### src/rtl/rtc_alm_pkg.sv
package rtc_alm_pkg;
   localparam int unsigned FIELD_W   = 8;
   localparam int unsigned N_FIELDS  = 3;
   localparam int unsigned HOUR_IDX  = 2;
   localparam logic [1:0]  WILD_CODE = 2'b11;
   localparam logic [7:0]  HALF_DAY  = 8'd12;

   // packed BCD or plain binary byte to an integer value
   function automatic logic [FIELD_W-1:0] byte_value(input logic [FIELD_W-1:0] b,
                                                     input logic bin);
      logic [FIELD_W-1:0] hi, lo;
      hi = {4'd0, b[7:4]};
      lo = {4'd0, b[3:0]};
      return bin ? b : (hi * 8'd10) + lo;
   endfunction
endpackage

### src/rtl/rtc_alm_hour_norm.sv
module rtc_alm_hour_norm
   import rtc_alm_pkg::*;
#(
   parameter int unsigned W = FIELD_W
) (
   input  logic [W-1:0] raw,
   input  logic         bin_mode,
   input  logic         h24_mode,
   output logic [W-1:0] hour_val
);
   logic [W-1:0] body;
   logic [W-1:0] dec;
   logic [W-1:0] mod12;

   always_comb begin
      body     = h24_mode ? raw : {1'b0, raw[W-2:0]};
      dec      = byte_value(body, bin_mode);
      mod12    = dec % HALF_DAY;
      hour_val = h24_mode ? dec : (raw[W-1] ? mod12 + HALF_DAY : mod12);
   end
endmodule

### src/rtl/rtc_alm_field.sv
module rtc_alm_field
   import rtc_alm_pkg::*;
#(
   parameter int unsigned W       = FIELD_W,
   parameter bit          IS_HOUR = 1'b0
) (
   input  logic [W-1:0] raw,
   input  logic         bin_mode,
   input  logic         h24_mode,
   output logic [W-1:0] val
);
   generate
      if (IS_HOUR) begin : g_hour
         rtc_alm_hour_norm #(.W(W)) norm_i (
            .raw      (raw),
            .bin_mode (bin_mode),
            .h24_mode (h24_mode),
            .hour_val (val)
         );
      end else begin : g_plain
         logic unused_mode;
         assign unused_mode = h24_mode;
         assign val = byte_value(raw, bin_mode);
      end
   endgenerate
endmodule

### src/rtl/rtc_alarm_match.sv
module rtc_alarm_match
   import rtc_alm_pkg::*;
#(
   parameter int unsigned W        = FIELD_W,
   parameter bit          PIPE_OUT = 1'b1
) (
   input  logic         clk,
   input  logic         rst_n,
   input  logic         upd_stb,
   input  logic         set_mode,
   input  logic         bin_mode,
   input  logic         h24_mode,
   input  logic [W-1:0] alm_sec,
   input  logic [W-1:0] alm_min,
   input  logic [W-1:0] alm_hr,
   input  logic [W-1:0] cur_sec,
   input  logic [W-1:0] cur_min,
   input  logic [W-1:0] cur_hr,
   output logic         alarm_pulse
);
   generate
      if (W != FIELD_W) begin : g_bad_width
         $error("rtc_alarm_match: W must equal the packed byte width");
      end
   endgenerate

   logic [W-1:0]        alm_raw [N_FIELDS];
   logic [W-1:0]        cur_raw [N_FIELDS];
   logic [W-1:0]        alm_val [N_FIELDS];
   logic [W-1:0]        cur_val [N_FIELDS];
   logic [N_FIELDS-1:0] fld_hit;
   logic                fire;

   assign alm_raw[0] = alm_sec;
   assign alm_raw[1] = alm_min;
   assign alm_raw[2] = alm_hr;
   assign cur_raw[0] = cur_sec;
   assign cur_raw[1] = cur_min;
   assign cur_raw[2] = cur_hr;

   generate
      for (genvar g = 0; g < N_FIELDS; g++) begin : g_fld
         localparam bit HOUR = (g == HOUR_IDX);
         rtc_alm_field #(.W(W), .IS_HOUR(HOUR)) alm_dec_i (
            .raw (alm_raw[g]), .bin_mode (bin_mode),
            .h24_mode (h24_mode), .val (alm_val[g])
         );
         rtc_alm_field #(.W(W), .IS_HOUR(HOUR)) cur_dec_i (
            .raw (cur_raw[g]), .bin_mode (bin_mode),
            .h24_mode (h24_mode), .val (cur_val[g])
         );
         // wildcard is judged on the raw alarm byte, PM bit included
         assign fld_hit[g] = (alm_raw[g][W-1:W-2] == WILD_CODE) ||
                             (alm_val[g] == cur_val[g]);
      end
   endgenerate

   assign fire = upd_stb && !set_mode && (&fld_hit);

   generate
      if (PIPE_OUT) begin : g_reg
         logic pulse_q;
         always_ff @(posedge clk) begin
            if (!rst_n) pulse_q <= 1'b0;
            else        pulse_q <= fire;
         end
         assign alarm_pulse = pulse_q;
      end else begin : g_comb
         assign alarm_pulse = fire && rst_n;
      end
   endgenerate
endmodule

### config.mk
export PLATFORM = sky130hd
export DESIGN_NAME = rtc_alarm_match
export DESIGN_NICKNAME = d
export VERILOG_FILES = /design/src/rtl/rtc_alm_pkg.sv /design/src/rtl/rtc_alm_hour_norm.sv /design/src/rtl/rtc_alm_field.sv /design/src/rtl/rtc_alarm_match.sv
export SDC_FILE = /design/constraint.sdc
export NUM_CORES = 1
export LEC_CHECK = 0
export ABC_AREA = 1
export ABC_CLOCK_PERIOD_IN_PS = 6500
export BUFFER_PORTS_ARGS = -buffer_cell sky130_fd_sc_hd__buf_4
export CAP_MARGIN = 10
export CELL_PAD_IN_SITES_DETAIL_PLACEMENT = 1
export CELL_PAD_IN_SITES_GLOBAL_PLACEMENT = 2
export CORE_ASPECT_RATIO = 1.1
export CORE_MARGIN = 2
export CORE_UTILIZATION = 33
export CTS_BUF_LIST = sky130_fd_sc_hd__clkbuf_4 sky130_fd_sc_hd__clkbuf_8 sky130_fd_sc_hd__clkbuf_16
export CTS_CLUSTER_DIAMETER = 120
export DETAILED_ROUTE_END_ITERATION = 12
export PLACE_DENSITY = 0.93
export SLEW_MARGIN = 5
export SYNTH_ARGS = -nofsm -noshare
export SYNTH_HDL_FRONTEND = slang
export SYNTH_HIERARCHICAL = 1
export SYNTH_SLANG_ARGS = --single-unit
### constraint.sdc
create_clock -name clk -period 6.5 [get_ports clk]
set_input_delay 0.325 -clock clk [delete_from_list [all_inputs] [get_ports clk]]
set_output_delay 0.325 -clock clk [all_outputs]
set_load 0.05 [all_outputs]
==> metrics.cfg <==
[outcome]
status = finished, final reports clean

[drt]
drt_iter0_drc = 50
drt-pass1-iter-count = 4
drc = 0
wl_um = 9620
num_vias = 3782
vias_per_cell = 4.76
ant_nets = 0
wire_per_inst_um = 12.1

[clock_network]
cts_resized = 0
ctsHoldBuffers = 0
clk_pin_slew_ns = 0
post_cts_buffers = 0

[global_route]
antenna_found_initial = 0
overflow = 0
grt_pass1_vias = 3930
grt_max_degree = 57
grt_pass1_wl_um = 16800
gr-usage-all-layers_pct = 17.1

[yosys]
synth_common_cells = nand2_1, inv_1, nand3_1
yosys.area_share.xor_xnor_pct = 7.03
netlist_top_cells_area = nand2_1, ha_1, inv_1
synth_top_family_by_area = simple AND/OR/NAND/NOR gates
async_reset_ff_share_pct = 0
yosysTopAreaCell = nand2_1
syn_area_um2 = 3490
synth-simple-area-share_pct = 49.9
synth_nets = 719
synth_cells = 609
ys.warnings.count = 6
ys_seq_elements = 1
synth-main-ff-cell = dfxtp_1
synth_mux_area_share_pct = 0
synthAdderAreaFrac_pct = 22.7
synth_edf_count = 0
yosysUniqueCellTypes = 30
ys_seq_area_share_pct = 0.574
yosysMostFrequentCell = nand2_1
synth-compound-area-share_pct = 6.96
yosys.area.top_type_share_pct = 25.6
syn_area_per_cell_um2 = 5.73

[finish]
post-route-util_pct = 38.5
fin_nets = 763
final_layout_size_suffix_gt1_share_pct = 17.5
finalNonFillerCells = 794
fillers = 1464
seq_area_um2 = 20.0
diodes = 0
multi_input_area_um2 = 3020
largest_reg_flops = 1
area_growth_pct = 14.2
postLayoutCellArea_um2 = 3980

[critical_path]
criticalPathCategory = in -> reg
cp-end-kind = flip-flop
startpoint_type = primary input
crit_required_ns = 6.44
arrival_ns = 4.24
cp_common_cell = nand2_1
cp_slowest_cell = fa_1
worst-path-max-fanout = 14
crit_path_max_incr_delay_ns = 0.61

[placed_design]
portBuffers = 54
dp.cells = 794
dp_slack_ns = 2.15
dpl-instance-area_um2 = 3980
hpwl_um = 8480
place.gp.congestion = 0.829

[sta]
fmaxAchievable_ghz = 0.232
fin_crit_ns = 4.30
setup_tns_ns = 0
maxSlewHeadroom_pct = 56.2
rsz0062_at_grt = no
slew_viol_final = 0
tightest_slew_ns = 0.657
fin_crit_sh_pct = 66.2
fin_ws_ns = 2.20
finalHoldViolCount = 0
whs_ns = 0.705
setup_violations = 0

[die]
die_x_um = 102
start_util_pct = 33.7
core_area_um2 = 10300
die_h_um = 112
io_pins = 55
rows = 39
die-area_um2 = 11400

[run]
drv_cap = 0

[pwr]
switching_share_pct = 59.4
power.leakage_nw = 2.29
combPwrFrac_pct = 98.5
power.internal_mw = 0.168
clockPowerShare_pct = 0
switching_power_mw = 0.246
power_mw = 0.415
p_per_area_nw_per_um2 = 104
max-vdd-ir-drop_v = 0.0000364
seqPwrFrac_pct = 1.5

[hold_path]
hp-class = in -> reg

-- power by group through the flow --
| stage | Combinational [mW] | Clock, mW | Sequential, mW |
|---|---|---|---|
| floorplan | 0.308 | 0 | 0.00633 |
| global placement | 0.392 | 0 | 0.00628 |
| detailed placement | 0.414 | 0 | 0.00628 |
| CTS | 0.416 | 0 | 0.00628 |
| global route | 0.474 | 0 | 0.00628 |
| finish | 0.408 | 0 | 0.00628 |
-- cell type report --
| type | instances | area share (%) |
|---|---|---|
| Multi-Input combinational cell | 501 | 75.8 |
| Tap cell | 143 | 4.49 |
| Sequential cell | 1 | 0.503 |
| Timing Repair Buffer | 54 | 10.2 |
| Inverter | 95 | 9.08 |
-- worst paths after layout --
path,start,endpoint,depth (start not counted)
setup / recovery,h24_mode,alarm_pulse$_SDFF_PN0_,36
hold / removal,alm_sec[7],alarm_pulse$_SDFF_PN0_,5
-- cell usage in the layout, fill, tap and decap left out --
| master | instances |
|---|---|
| nand4_1 | 6 |
| inv_2 | 2 |
| o21ai_0 | 9 |
| nand2_4 | 4 |
| o21ai_1 | 5 |
| dfxtp_1 | 1 |
| o21bai_2 | 4 |
| xor2_1 | 8 |
| nand2_1 | 238 |
| a21oi_2 | 2 |
| nand3b_1 | 5 |
| nor2_1 | 35 |
| nand2_2 | 28 |
| inv_1 | 91 |
| a31oi_1 | 2 |
| inv_4 | 2 |
| o21ai_2 | 2 |
| ha_1 | 44 |
| nand3_1 | 51 |
| fa_1 | 12 |
| a21oi_1 | 7 |
| nand3_4 | 2 |
| and3b_1 | 1 |
| xnor2_1 | 20 |
| o21ai_4 | 2 |
| o22ai_1 | 2 |
| buf_4 | 54 |
| nand3_2 | 12 |
-- cells by family (layout without fill, tap and decap cells) --
| logic type | count (synthesis) | in the layout |
|---|---|---|
| compound gates | 35 | 35 |
| xor+xnor | 28 | 28 |
| fa+ha+maj | 56 | 56 |
| buf+inv | 107 | 149 |
| flops | 1 | 1 |
| simple gates | 382 | 382 |
-- worst max-delay path: cells and delay by family --
| family | cells | cell delay, ns |
|---|---|---|
| compound gates | 1 | 0.14 |
| xor+xnor | 1 | 0.14 |
| fa+ha+maj | 4 | 1.40 |
| buf+inv | 3 | 0.30 |
| simple gates | 27 | 1.92 |
-- per-layer routing --
| layer | global-route usage [%] | up-vias | wire, um |
|---|---|---|---|
| met5 | 0 | - | 0 |
| met4 | 0.178 | 0 | 12 |
| met3 | 0.0628 | 2 | 143 |
| met2 | 35.6 | 34 | 5230 |
| met1 | 20.1 | 1760 | 4230 |
| li1 | - | 1986 | - |
(Power assumes the default switching activity.)
